==> config.mk <==
export PLATFORM = sky130hd
export DESIGN_NAME = ebus_cs_ctrl
export DESIGN_NICKNAME = d
export VERILOG_FILES = /design/src/rtl/ebus_cs_pkg.sv /design/src/rtl/ebus_len_decode.sv /design/src/rtl/ebus_cfg_regs.sv /design/src/rtl/ebus_access_fsm.sv /design/src/rtl/ebus_cs_ctrl.sv
export SDC_FILE = /design/constraint.sdc
export NUM_CORES = 1
export LEC_CHECK = 0
export BUFFER_PORTS_ARGS = -buffer_cell sky130_fd_sc_hd__buf_2
export CORE_ASPECT_RATIO = 0.7
export CORE_UTILIZATION = 59
export CTS_CLUSTER_SIZE = 16
export DETAILED_ROUTE_END_ITERATION = 16
export GPL_ROUTABILITY_DRIVEN = 0
export GPL_TIMING_DRIVEN = 0
export HOLD_SLACK_MARGIN = 0.03
export PLACE_DENSITY = 0.85
export REMOVE_ABC_BUFFERS = 1
export SYNTH_ARGS = -nofsm -noshare
export SYNTH_HDL_FRONTEND = slang
export SYNTH_SLANG_ARGS = --single-unit
==> constraint.sdc <==
create_clock -name clk -period 3.38 [get_ports clk]
set_clock_uncertainty 0.05 [all_clocks]
set_input_delay 0.169 -clock clk [delete_from_list [all_inputs] [get_ports clk]]
set_output_delay 0.169 -clock clk [all_outputs]
set_load 0.05 [all_outputs]
==> src/rtl/ebus_cs_pkg.sv <==
package ebus_cs_pkg;

    localparam int          WAIT_W     = 4;
    localparam int          MAX_LEN    = 16;
    localparam int          SAT_CODE   = MAX_LEN - 2;
    localparam logic [15:0] UNLOCK_KEY = 16'hA05F;
    localparam int          CTRL_W     = 8;
    localparam int          LOCK_OFS   = 32;
    localparam int          CLR_BIT    = 8;

    typedef enum logic [1:0] {
        ST_IDLE    = 2'd0,
        ST_ACCESS  = 2'd1,
        ST_BLOCKED = 2'd2
    } acc_state_e;

    typedef struct packed {
        logic [WAIT_W-1:0] wait_n;
        logic              sync;
        logic              wr_en;
        logic [1:0]        width;
    } cs_ctrl_t;

    localparam cs_ctrl_t CTRL_RESET = '0;

endpackage

==> src/rtl/ebus_len_decode.sv <==
module ebus_len_decode
    import ebus_cs_pkg::*;
(
    input  logic [WAIT_W-1:0] wait_n,
    output logic [WAIT_W-1:0] len_m1
);

    // cycles minus one: code+1, saturating at MAX_LEN-1
    assign len_m1 = (int'(wait_n) >= SAT_CODE) ? WAIT_W'(MAX_LEN - 1)
                                               : wait_n + WAIT_W'(1);

endmodule

==> src/rtl/ebus_cfg_regs.sv <==
module ebus_cfg_regs
    import ebus_cs_pkg::*;
#(
    parameter int N_CS   = 4,
    parameter int ADDR_W = 6,
    parameter int DATA_W = 16
) (
    input  logic                  clk,
    input  logic                  rst_n,
    input  logic                  reg_we,
    input  logic [ADDR_W-1:0]     reg_addr,
    input  logic [DATA_W-1:0]     reg_wdata,
    input  logic                  blk_set,
    output logic [DATA_W-1:0]     reg_rdata,
    output cs_ctrl_t [N_CS-1:0]   ctrl_q,
    output logic                  unlocked,
    output logic                  blk_flag
);

    logic lock_hit;
    assign lock_hit = (reg_addr == ADDR_W'(LOCK_OFS));

    for (genvar i = 0; i < N_CS; i++) begin : g_ctrl
        localparam logic [ADDR_W-1:0] OFS = ADDR_W'(i * 4);
        cs_ctrl_t r_q;
        always_ff @(posedge clk or negedge rst_n) begin
            if (!rst_n)
                r_q <= CTRL_RESET;
            else if (reg_we && unlocked && reg_addr == OFS)
                r_q <= cs_ctrl_t'(reg_wdata[CTRL_W-1:0]);
        end
        assign ctrl_q[i] = r_q;
    end

    always_ff @(posedge clk or negedge rst_n) begin
        if (!rst_n)
            unlocked <= 1'b0;
        else if (reg_we && lock_hit)
            unlocked <= (reg_wdata == DATA_W'(UNLOCK_KEY));
    end

    // set has priority over a clear in the same cycle
    always_ff @(posedge clk or negedge rst_n) begin
        if (!rst_n)
            blk_flag <= 1'b0;
        else if (blk_set)
            blk_flag <= 1'b1;
        else if (reg_we && lock_hit && reg_wdata[CLR_BIT])
            blk_flag <= 1'b0;
    end

    always_comb begin
        reg_rdata = '0;
        for (int i = 0; i < N_CS; i++) begin
            if (reg_addr == ADDR_W'(i * 4))
                reg_rdata[CTRL_W-1:0] = ctrl_q[i];
        end
        if (lock_hit)
            reg_rdata[1:0] = {blk_flag, unlocked};
    end

endmodule

==> src/rtl/ebus_access_fsm.sv <==
module ebus_access_fsm
    import ebus_cs_pkg::*;
#(
    parameter int N_CS = 4
) (
    input  logic                     clk,
    input  logic                     rst_n,
    input  logic                     req_valid,
    input  logic                     req_write,
    input  logic [$clog2(N_CS)-1:0]  req_cs,
    input  cs_ctrl_t [N_CS-1:0]      ctrl_q,
    output logic [N_CS-1:0]          cs_strobe,
    output logic                     wr_strobe,
    output logic                     ack,
    output logic                     busy,
    output logic                     acc_sync,
    output logic [1:0]               acc_width,
    output logic                     blk_set
);

    localparam int CS_W = $clog2(N_CS);

    acc_state_e        st_q, st_d;
    logic [WAIT_W-1:0] cnt_q;
    logic [CS_W-1:0]   cs_q;
    logic              wr_q;
    logic              sync_q;
    logic [1:0]        width_q;

    cs_ctrl_t          sel;
    logic [WAIT_W-1:0] len_m1;

    assign sel = ctrl_q[req_cs];

    ebus_len_decode u_len (
        .wait_n (sel.wait_n),
        .len_m1 (len_m1)
    );

    always_comb begin
        st_d = st_q;
        unique case (st_q)
            ST_IDLE:    if (req_valid)
                            st_d = (req_write && !sel.wr_en) ? ST_BLOCKED : ST_ACCESS;
            ST_ACCESS:  if (cnt_q == '0) st_d = ST_IDLE;
            ST_BLOCKED: st_d = ST_IDLE;
            default:    st_d = ST_IDLE;
        endcase
    end

    always_ff @(posedge clk or negedge rst_n) begin
        if (!rst_n) begin
            st_q    <= ST_IDLE;
            cnt_q   <= '0;
            cs_q    <= '0;
            wr_q    <= 1'b0;
            sync_q  <= 1'b0;
            width_q <= '0;
        end else begin
            st_q <= st_d;
            if (st_q == ST_IDLE && req_valid) begin
                cnt_q   <= len_m1;
                cs_q    <= req_cs;
                wr_q    <= req_write;
                sync_q  <= sel.sync;
                width_q <= sel.width;
            end else if (st_q == ST_ACCESS && cnt_q != '0) begin
                cnt_q <= cnt_q - WAIT_W'(1);
            end
        end
    end

    always_comb begin
        cs_strobe = '0;
        wr_strobe = 1'b0;
        ack       = 1'b0;
        busy      = 1'b0;
        acc_sync  = 1'b0;
        acc_width = '0;
        blk_set   = 1'b0;
        unique case (st_q)
            ST_IDLE: ;
            ST_ACCESS: begin
                cs_strobe[cs_q] = 1'b1;
                wr_strobe       = wr_q;
                ack             = (cnt_q == '0);
                busy            = 1'b1;
                acc_sync        = sync_q;
                acc_width       = (width_q == 2'b11) ? 2'b10 : width_q;
            end
            ST_BLOCKED: begin
                ack     = 1'b1;
                busy    = 1'b1;
                blk_set = 1'b1;
            end
            default: ;
        endcase
    end

endmodule

==> src/rtl/ebus_cs_ctrl.sv <==
module ebus_cs_ctrl
    import ebus_cs_pkg::*;
#(
    parameter int N_CS   = 4,
    parameter int ADDR_W = 6,
    parameter int DATA_W = 16
) (
    input  logic                     clk,
    input  logic                     rst_n,
    input  logic                     reg_we,
    input  logic [ADDR_W-1:0]        reg_addr,
    input  logic [DATA_W-1:0]        reg_wdata,
    output logic [DATA_W-1:0]        reg_rdata,
    input  logic                     req_valid,
    input  logic                     req_write,
    input  logic [$clog2(N_CS)-1:0]  req_cs,
    output logic [N_CS-1:0]          cs_strobe,
    output logic                     wr_strobe,
    output logic                     ack,
    output logic                     busy,
    output logic                     acc_sync,
    output logic [1:0]               acc_width
);

    cs_ctrl_t [N_CS-1:0] ctrl_q;
    logic                unlocked;
    logic                blk_flag;
    logic                blk_set;

    ebus_cfg_regs #(
        .N_CS   (N_CS),
        .ADDR_W (ADDR_W),
        .DATA_W (DATA_W)
    ) u_regs (
        .clk       (clk),
        .rst_n     (rst_n),
        .reg_we    (reg_we),
        .reg_addr  (reg_addr),
        .reg_wdata (reg_wdata),
        .blk_set   (blk_set),
        .reg_rdata (reg_rdata),
        .ctrl_q    (ctrl_q),
        .unlocked  (unlocked),
        .blk_flag  (blk_flag)
    );

    ebus_access_fsm #(
        .N_CS (N_CS)
    ) u_fsm (
        .clk       (clk),
        .rst_n     (rst_n),
        .req_valid (req_valid),
        .req_write (req_write),
        .req_cs    (req_cs),
        .ctrl_q    (ctrl_q),
        .cs_strobe (cs_strobe),
        .wr_strobe (wr_strobe),
        .ack       (ack),
        .busy      (busy),
        .acc_sync  (acc_sync),
        .acc_width (acc_width),
        .blk_set   (blk_set)
    );

endmodule

======== Yosys cells after proc, flatten, opt, wreduce, memory -nomap -nowiden ========
Index checks and enable logic that the tools add are counted.
cells by class
  equality and inequality tests ........... 10
  order comparisons ....................... 4
  add/sub/neg operators ................... 2
  mux-type cells .......................... 26
  reduce and logical (&&, ||, !) cells .... 20
operators with widths
  kind                                                                           number
  8-bit two-way mux                                                              5
  8-bit binary-select mux with 2-bit select                                      1
  16-bit == test (second input constant)                                         1
  4-bit two-way mux                                                              4
  6-bit by 4-bit == test with 1-bit output (second input constant)               2
  2-bit two-way mux                                                              6
  1-bit logical AND                                                              11
  1-bit two-way mux                                                              7
  6-bit by 3-bit == test with 1-bit output (second input constant)               1
  6-bit == test (second input constant)                                          1
  6-bit zero test                                                                1
  2-bit by 3-bit less-than comparator with 1-bit output (second input constant)  2
  4-bit by 1-bit adder with 4-bit output (second input constant)                 1
  2-bit == test (second input constant)                                          2
  4-bit >= comparator (second input constant)                                    1
  4-bit zero test                                                                1
  2-bit != test (second input constant)                                          2
  2-bit one-hot mux with 2 select lines                                          1
  2-bit nonzero test                                                             2
  4-bit nonzero test                                                             1
  4-bit by 1-bit subtractor with 4-bit output (second input constant)            1
  1-bit demux with 2-bit select                                                  1
  2-bit by 1-bit == test with 1-bit output (second input constant)               1
  2-bit by 1-bit >= comparator with 1-bit output (second input constant)         1
  5 further kinds                                                                5
word-level totals
  register bits after elaboration ......... 46
  logic and storage cells ................. 86
  input port bits ......................... 29
  output and inout bits ................... 26

======== Longest topological paths before layout ========
Gate-level depths: netlist (run 1).
  depth in word-level cells ............... 7
  mapped depth ............................ 6
  mapped depth without buffers ............ 6

======== Cells and area by module ========
From an unflattened synthesis (run 1), not the netlist that was laid out.
unflattened totals
  cell total of the unflattened synthesis .. 220
  area, all modules ....................... 2735.1 um^2
modules (own cells, without submodules)
  module           seq. area each (um^2)  area an instance (um^2)  cells each  instances
  ebus_cfg_regs    850.8                  1770.4                   130         1
  ebus_access_fsm  300.3                  894.6                    81          1
  ebus_len_decode  0.0                    70.1                     9           1

======== Least setup slack after synthesis (run 1) ========
OpenSTA, ideal clock, no wires.
  path type ............................... input to output
  start point ............................. in reg_addr[5]
  end point ............................... out reg_rdata[2]
  stages .................................. 4
  data required time ...................... 3.161 ns
  buffers on the path ..................... 0
  data arrival time ....................... 2.249 ns
  setup slack ............................. 0.912 ns
  cells stage by stage .................... or4_4 -> nor3b_4 -> a221oi_1 -> o21ai_0
between the ends
  longest elaborated chain between the ends .. 5
  elaborated cells on any way between the ends .. 8
  those cells by class .................... eq/ne: 3; mux: 4; reduce/logical: 1
RTL lines
  element                          RTL line             text
  start, declared                  ebus_cs_ctrl.sv:11   input logic [ADDR_W-1:0] reg_addr,
  6-bit zero test                  ebus_cfg_regs.sv:55  if (reg_addr == ADDR_W'(i * 4))
  8-bit two-way mux (3 in series)  ebus_cfg_regs.sv:55
  8-bit two-way mux (*)            ebus_cfg_regs.sv:55
  end, declared                    ebus_cs_ctrl.sv:13   output logic [DATA_W-1:0] reg_rdata,
Every way passes the cells marked *; elsewhere a longest branch is shown, timed or not.

======== Worst setup path in the final report (run 1) ========
  start point ............................. in reg_addr[5]
  end point ............................... out reg_rdata[5]
Same word-level chain as after synthesis.

==> impl.org, run 1 <==
** Floorplanning
- Width of the die :: 81.88 um
- Die Height :: a little under 60 um
- During I/O placement, the number of pins put on the boundary was 55.
- The floorplan has 19 rows.
- Area enclosed by the die boundary :: approximately 0.0047 mm2
- Std-Cell Core Area :: 0.004089 mm2
- For this configuration, the core starts out at a cell density of 64.44%.

** Critical path
- Critical path class :: primary input to output port
- The worst setup path is captured at an output port.
- Worst R2R End :: u_fsm.st_q[1]
- At the worst endpoint, the required time is 3160 ps.
- CP Max Fanout :: 7
- Critical path capture point :: reg_rdata[5]
- In this run the worst setup path begins at reg_addr[5].
- Critical-path top delay cell :: sky130_fd_sc_hd__or4_4
- In this run the register-to-register setup slack is 1460 ps.
- Crit-path most repeated cell :: sky130_fd_sc_hd__buf_2
- STA puts the critical path data arrival time at 1940 ps.
- The largest single stage delay on the critical path is 570 ps.
- Traced cell by cell, the critical path runs through buf_2 > or4_4 > nor3b_4 > a221oi_1 > o21ai_0 > buf_2.
- CP startpoint kind :: primary input
- The worst register-to-register path begins at u_fsm.cnt_q[0].
- For the worst flop-to-flop path, the logic depth is 6.

** Routing
- Wires add up to between 5000 and 6000 um.
- Across all layers, the routed design uses around 1,900 vias.
- ANT nets after route :: 0
- Via count normalized by instance count :: 6.110
- Per-cell routed wire length :: 18.56 um
- Drc violations :: 0
- The first detailed-routing pass took 5 iterations.
- After the first detailed-routing iteration, the DRC count stood at ~120.

** Global route
- Entering global routing, the biggest net connects 47 pins.
- After global routing the overflow that remains totals 0.
- The first global-routing pass estimated 9252 um of wire.
- The number of global-route vias before repair is between 1,500 and 2,000.
- Initial antenna violation count :: 0
- For this run, the total global-route usage over all layers was measured as 27.41%.

** Run status
- Status :: finished clean

** Placed design
- After detailed placement, the design holds a cell count of 308.
- Placed instance area :: 0.002845 mm2
- OpenSTA, run right after detailed placement, puts the worst setup slack at 1107 ps.
- Number of port buffers :: 46
- Half-perimeter wire length after placement :: 4207 um

** Clock network
- Clock latency on the worst-skew pair :: 300 ps
- Post-cts sizing count :: 0
- Clock Tree Root :: sky130_fd_sc_hd__clkbuf_8
- CTS tree :: yes
- The clock passes through at most 2 buffers.
- Counting every sink on the clock net gives 46.
- In this run the number of H-tree levels came out at 2.
- In this run, CTS created clock tree buffers numbering 5.
- Clock edge transition at the registers on the reported setup and hold paths :: 90 ps

** Logic synthesis
- Counting every instance in the synthesized netlist gives between 200 and 250.
- Summed over all instances, the cell type with the most area after synthesis is sky130_fd_sc_hd__dfrtp_1.
- The synthesized design contains 0 enable-type register cells.
- In this run the biggest area consumer among cell types represents a little over two fifths of the synthesized area.
- During synthesis, Yosys emitted a total of 0 warnings.
- Top flip-flop cell by instance count after synthesis :: sky130_fd_sc_hd__dfrtp_1
- The mapped netlist covers 0.002635 mm2.
- Fraction of synthesis flops using an asynchronous set or reset pin :: 100.0%
- In this run the mean area of a mapped cell was between 10 and 15 um2.
- Yosys cell types :: 46
- Synthesis inferred 46 register bits.
- Cell types with the largest area share after synthesis :: sky130_fd_sc_hd__dfrtp_1 44%, sky130_fd_sc_hd__mux2_2 13%, sky130_fd_sc_hd__mux4_2 6.8%
- Sequential cells were found to cover 43.68% of the synthesized design area.

** STA
- Setup TNS Final :: 0 ps
- Setup repair after global routing missed its margin :: no
- For the pin with the worst max-slew slack, the measured transition is 1005 ps.
- Setup violations, final :: 0
- Ratio of final minimum period to clock period :: 64.02%
- Final Max Tran Viols :: 0
- Worst hold margin :: between 80 and 90 ps
- The routed design could run at a clock period as short as 2164 ps.
- The final hold violation count was 0.
- Headroom to the max-slew limit came out at 32.98%.
- FMAX :: 0.4621 GHz
- Setup slack on the critical path of the routed design comes to 1216 ps.

** Final layout
- Number of fill cells :: 310
- The finished layout holds about 320 standard cells, fillers aside.
- In the final layout, the multi-input gates occupy about 0.0014 mm2.
- The repair_antennas step left the layout with diodes totalling 0.
- The sequential cells in the finished layout cover a total of about 0.0012 mm2.
- The library cells used most frequently in the layout, excluding fill and tap cells, are 46 x sky130_fd_sc_hd__buf_2, 46 x sky130_fd_sc_hd__dfrtp_1, 31 x sky130_fd_sc_hd__mux2_2, 15 x sky130_fd_sc_hd__nor2_1, 10 x sky130_fd_sc_hd__o21ai_0.
- Relative to the synthesized area, the layout overhead comes to 12.35%.
- Proportion of layout cells with a drive suffix above 1 :: 41.51%
- Cells fill 72.40% of the core in the end.
- After routing the design area is 0.002960 mm2.
- Nets :: between 200 and 300

** Pwr
- Peak VDD IR :: 0.4064 mV
- For this design the static power due to leakage is 1.454 nW.
- Power Total :: 1.447 mW
- In this run the power density over the cells is around 500 mW/mm2.

** Run
- Max-cap violations :: 0

** Worst hold path
- The worst hold path passes through 2 cells.
- Min-delay worst type :: primary input to flip-flop
cell usage after synthesis (2+ instances only):
master,instances
sky130_fd_sc_hd__a21oi_1,8
sky130_fd_sc_hd__a221oi_1,4
sky130_fd_sc_hd__a222oi_1,2
sky130_fd_sc_hd__a22oi_1,2
sky130_fd_sc_hd__a31oi_1,2
sky130_fd_sc_hd__and2_1,5
sky130_fd_sc_hd__and3_1,4
sky130_fd_sc_hd__buf_2,4
sky130_fd_sc_hd__buf_4,8
sky130_fd_sc_hd__clkbuf_1,3
sky130_fd_sc_hd__dfrtp_1,46
sky130_fd_sc_hd__ha_1,5
sky130_fd_sc_hd__inv_1,4
sky130_fd_sc_hd__mux2_2,31
sky130_fd_sc_hd__mux2_4,8
sky130_fd_sc_hd__mux2i_1,2
sky130_fd_sc_hd__mux4_2,8
sky130_fd_sc_hd__nand2_1,9
sky130_fd_sc_hd__nand2b_1,2
sky130_fd_sc_hd__nand3_1,5
sky130_fd_sc_hd__nand3_2,2
sky130_fd_sc_hd__nor2_1,15
sky130_fd_sc_hd__nor2b_1,4
sky130_fd_sc_hd__nor3_1,2
sky130_fd_sc_hd__o21ai_0,10
sky130_fd_sc_hd__or4_4,2
sky130_fd_sc_hd__xnor2_1,3
cell families after synthesis:
group                    after synthesis  share of synthesized area, %
flip-flops                            46                         43.68
AO/OA/AOI/OAI                         32                         7.787
buffers and inverters                 20                         4.796
AND/OR/NAND/NOR                       62                         14.48
XOR/XNOR                               4                         1.330
other                                  1                        0.1423
multiplexers                          49                         25.40
adder cells (fa/ha/maj)                5                         2.374
power by group:
part | internal (mW) | switching [mW] | total (mW)
clock | 0.188 | 0.187 | 0.375
combinational | 0.146 | 0.275 | 0.421
sequential | 0.601 | 0.0487 | 0.650
layer usage:
layer  part of all wire [%]  GRT usage [%]
met1                     45          37.64
met2                     48          43.09
met3                    5.6          5.984
met4                    1.9          10.03
met5                      0              0
cell type report:
| cell class | instances | share of cell area, % |
|---|---|---|
| Multi-Input combinational cell | 160 | 46.75 |
| Sequential cell | 46 | 38.88 |
| Timing Repair Buffer | 47 | 8.115 |
| Clock buffer | 7 | 3.254 |
| Tap cell | 52 | 2.198 |
| Inverter | 4 | 0.5072 |
| Clock inverter | 1 | 0.2959 |
critical path: cells and delay by family:
| kind | cells | cell delay, ps |
|---|---|---|
| AND/OR/NAND/NOR | 2 | 950 |
| buffers and inverters | 2 | 430 |
| AO/OA/AOI/OAI | 2 | 400 |
timing repair:
| item | 4_1_cts | 5_1_grt |
|---|---|---|
| hold endpoints to repair | 44 | 0 |
| hold buffers | 1 | 0 |
| setup buffers | 0 | 0 |
worst min-delay path by stage:
| stage | startpoint | end |
|---|---|---|
| global route | req_write | u_fsm.wr_q |
| floorplan | rst_n | u_fsm.cnt_q[0] |
| detailed placement | rst_n | u_regs.ctrl_q[0] |
| global placement | rst_n | u_regs.ctrl_q[8] |
| CTS | req_write | u_fsm.wr_q |
| finish | req_write | u_fsm.wr_q |
registers in the layout, indices dropped and copies added, names as in the netlist:
register and cells:
u_fsm.cnt_q 4, u_fsm.cs_q 2, u_fsm.st_q 2, u_fsm.sync_q 1, u_fsm.width_q 2, u_fsm.wr_q 1
u_regs.blk_flag 1, u_regs.ctrl_q 32, u_regs.unlocked 1
(Power assumes the default switching activity.)
==> inputs of run 2 (changes only) <==
--- a/config.mk
+++ b/config.mk
@@ -7,13 +7,13 @@
 export LEC_CHECK = 0
 export BUFFER_PORTS_ARGS = -buffer_cell sky130_fd_sc_hd__buf_2
 export CORE_ASPECT_RATIO = 0.7
-export CORE_UTILIZATION = 59
+export CORE_UTILIZATION = 49
 export CTS_CLUSTER_SIZE = 16
 export DETAILED_ROUTE_END_ITERATION = 16
 export GPL_ROUTABILITY_DRIVEN = 0
 export GPL_TIMING_DRIVEN = 0
 export HOLD_SLACK_MARGIN = 0.03
-export PLACE_DENSITY = 0.85
+export PLACE_DENSITY = 0.76
 export REMOVE_ABC_BUFFERS = 1
 export SYNTH_ARGS = -nofsm -noshare
 export SYNTH_HDL_FRONTEND = slang
==> constraint.sdc (replaced) <==
create_clock -name clk -period 1.9 [get_ports clk]
set_clock_uncertainty 0.05 [all_clocks]
set_input_delay 0.095 -clock clk [delete_from_list [all_inputs] [get_ports clk]]
set_output_delay 0.095 -clock clk [all_outputs]
set_load 0.05 [all_outputs]
==> run 2 against run 1 <==
  * Die area is 20% higher
  * Sequential power is 77% higher
  * Core utilization is 11 points lower
  * Critical path depth is 1 higher
  * Register-to-register slack worse by 1300 ps
  * Cell count is 6.3% higher
  * First-iteration DRC count is 5.8% higher
  * Critical path type unchanged
  * Largest cell class unchanged
  * Largest power group unchanged
==> impl.org, run 2 (same netlist as run 1, synthesis figures left out) <==
** Run status
- Status: finished clean (unchanged).

** Floorplanning
- Width of the die :: 89.65 um (was 81.88 um)
- Die Height :: 63.36 um (was 57.92 um)
- The I/O pin count is 55 (unchanged).
- Total number of placement rows :: 21 (was 19)
- Area enclosed by the die boundary :: 0.005680 mm2 (was 0.004742 mm2)
- Initial core utilization :: 53.06% (was 64.44%)
- Std-Cell Core Area :: 0.004966 mm2 (was 0.004089 mm2)

** Critical path
- The worst setup path category is primary input to output port (unchanged).
- The arrival time reported for the critical path endpoint was 1750 ps (was 1940 ps).
- The kind of start point of the critical path was a primary input (unchanged).
- The required time of the worst setup path is 1750 ps (was 3160 ps).
- Worst Setup SP :: reg_addr[0] (was reg_addr[5])
- The critical path capture point type is an output port (unchanged).
- CP Max Fanout :: 3 (was 7)
- The origin of the critical flop-to-flop path is u_fsm.cnt_q[0] (unchanged).

** Routing
- The total number of vias came to 1,864 (was 1,937).
- The detailed-route vias per instance is 5.531 (was 6.110).
- The post-detailed-route count of antenna-violating nets was 0 (unchanged).
- The number of DRC violations after detailed-routing iteration 0 is 128 (was 121).
- Pre-antenna DRT Iters :: 4 (was 5)
- The per-cell routed wire length is 16.82 um (was 18.56 um).
- Final routed wirelength across all metal layers :: 5669 um (was 5882 um)
- The residual DRC count is 0 (unchanged).

** Clock network
- The clock slew seen by the registers of the worst setup and hold paths came to 80 ps (was 90 ps).
- Total clock buffers created by CTS :: 5 (unchanged)
- The clock net sink count was 46 (unchanged).
- CTS max path bufs :: 2 (unchanged)
- Clock Tree Root :: sky130_fd_sc_hd__clkbuf_8 (unchanged)
- The source-to-sink clock delay at the later pin of the worst-skew pair was 290 ps (was 300 ps).
- The CTS tree is yes (unchanged).
- The number of H-tree levels is 2 (unchanged).

** Global route
- The largest net degree at the start of global routing was 47 (unchanged).
- First-pass GRT wire length :: 9197 um (was 9252 um)
- The number of global-route vias before repair was 1,823 (was 1,886).
- The total grt overflow is 0 (unchanged).
- Overall Global Routing Usage :: 21.99% (was 27.41%)
- The number of antenna violations at the first check in global routing came to 0 (unchanged).

** Placed design
- The count of input and output buffers was 46 (unchanged).
- The HPWL after detailed placement is 4113 um (was 4207 um).
- The placed standard-cell area came to 0.002867 mm2 (was 0.002845 mm2).

** STA
- The final critical path takes up 99.64% of the cycle.
- The headroom to the max-slew limit was 32.32% (was 32.98%).
- The final hold violation count was 0 (unchanged).
- Worst hold margin :: 46.11 ps (was 88.39 ps)
- For the finished layout, the period the worst path requires is ~1900 ps.
- Final Max Tran Viols :: 0 (unchanged)
- Setup TNS Final :: 0 ps (unchanged)
- Timing would allow up to 0.5282 GHz.
- The actual slew at the worst max-slew pin came to 1015 ps (was 1005 ps).
- The count of final setup violators came to 0 (unchanged).

** Final layout
- Number of fill cells :: 408 (was 310)
- The count of nets after finishing is 302 (was 298).
- Number of flip-flops in the largest register :: 32 (unchanged)
- The share of layout cells above drive strength 1 came to 42.54% (was 41.51%).
- The area added between synthesis and finish was 14.91% (was 12.35%).
- ANT cells :: 0 (unchanged)
- Most common library cell in the layout ignoring fill and taps :: sky130_fd_sc_hd__dfrtp_1
- Top library cells by usage in the layout, fill and taps aside :: 46 x sky130_fd_sc_hd__dfrtp_1, 38 x sky130_fd_sc_hd__buf_2, 31 x sky130_fd_sc_hd__mux2_2, 15 x sky130_fd_sc_hd__nor2_1 (was 46 x sky130_fd_sc_hd__buf_2, 46 x sky130_fd_sc_hd__dfrtp_1, 31 x sky130_fd_sc_hd__mux2_2, 15 x sky130_fd_sc_hd__nor2_1, 10 x sky130_fd_sc_hd__o21ai_0)
- Final non-filler cell area :: 0.003028 mm2 (was 0.002960 mm2)

** Pwr
- The worst vdd rail ir drop is 0.3893 mV (was 0.4064 mV).
- Static Leakage :: 1.463 nW (was 1.454 nW)
- Power Total :: 2.482 mW (was 1.447 mW)
- Ratio of total power to cell area :: 819.6 mW/mm2 (was 488.6 mW/mm2)

** Worst hold path
- The type of the most critical hold path was primary input to flip-flop (unchanged).
- The beginning of the worst hold path is reg_wdata[5] (was req_write).

** Run
- Max-cap violations :: 0 (unchanged)
-- run 2: stage by stage --
step,cells,setup slack [ps],util (%)
final,337,6.776,60.97
after global routing,337,-21.70,60.97
after CTS,336,8.137,60.19
after detailed placement,325,-292.3,57.72
after global placement,325,-216.9,57.72
after floorplan,210,-420.3,-
-- run 2: worst max-delay path, stage by stage --
cell and delay [ps]:
sky130_fd_sc_hd__buf_4 130, sky130_fd_sc_hd__or4_4 550, sky130_fd_sc_hd__nor3b_4 270, sky130_fd_sc_hd__buf_4 160
sky130_fd_sc_hd__a222oi_1 90, sky130_fd_sc_hd__a21oi_1 210, sky130_fd_sc_hd__buf_4 230
-- run 2: path summary, 6_finish.rpt --
kind | slack (ps) | cells past startpoint | end
max | 7 | 7 | reg_rdata[7]
min | 50 | 2 | u_regs.ctrl_q[13]
max reg2reg | 130 | 6 | u_fsm.cnt_q[1]
min reg2reg | 450 | 1 | u_fsm.wr_q
max in group asynchronous | 700 | 2 | u_regs.ctrl_q[3]
min in group asynchronous | 460 | 2 | u_regs.blk_flag
-- run 2: timing repair --
| item | 4_1_cts | 5_1_grt |
|---|---|---|
| pin swaps | 1 | 5 |
| endpoints found under the setup margin | 6 | 13 |
| hold buffers | 2 | 0 |
| setup buffers | 2 | 1 |
| hold endpoints to repair | 47 | 0 |
| gates resized for setup | 3 | 24 |
-- run 2: where the power goes --
| group | total [mW] | switching (mW) | internal [mW] |
|---|---|---|---|
| Sequential | 1.15 | 0.0825 | 1.07 |
| Clock | 0.557 | 0.303 | 0.254 |
| Combinational | 0.772 | 0.491 | 0.281 |
-- run 2: final cells by class --
cell class              instances  area (um2)  area share [%]
multi-input cells             160        1399           46.20
flip-flops and latches         46        1151           38.02
repair buffers                 51       300.3           9.917
well taps                      69       86.33           2.851
clock buffers                   7       76.32           2.521
inverters                       4       15.01          0.4959
-- run 2: per-layer routing --
layer | vias up | part of all wire, % | global-route usage [%]
li1 | 885 | - | -
met1 | 928 | 47 | 31.74
met2 | 49 | 48 | 34.85
met3 | 2 | 4.6 | 4.849
met4 | 0 | 0.30 | 2.976
met5 | - | 0 | 0
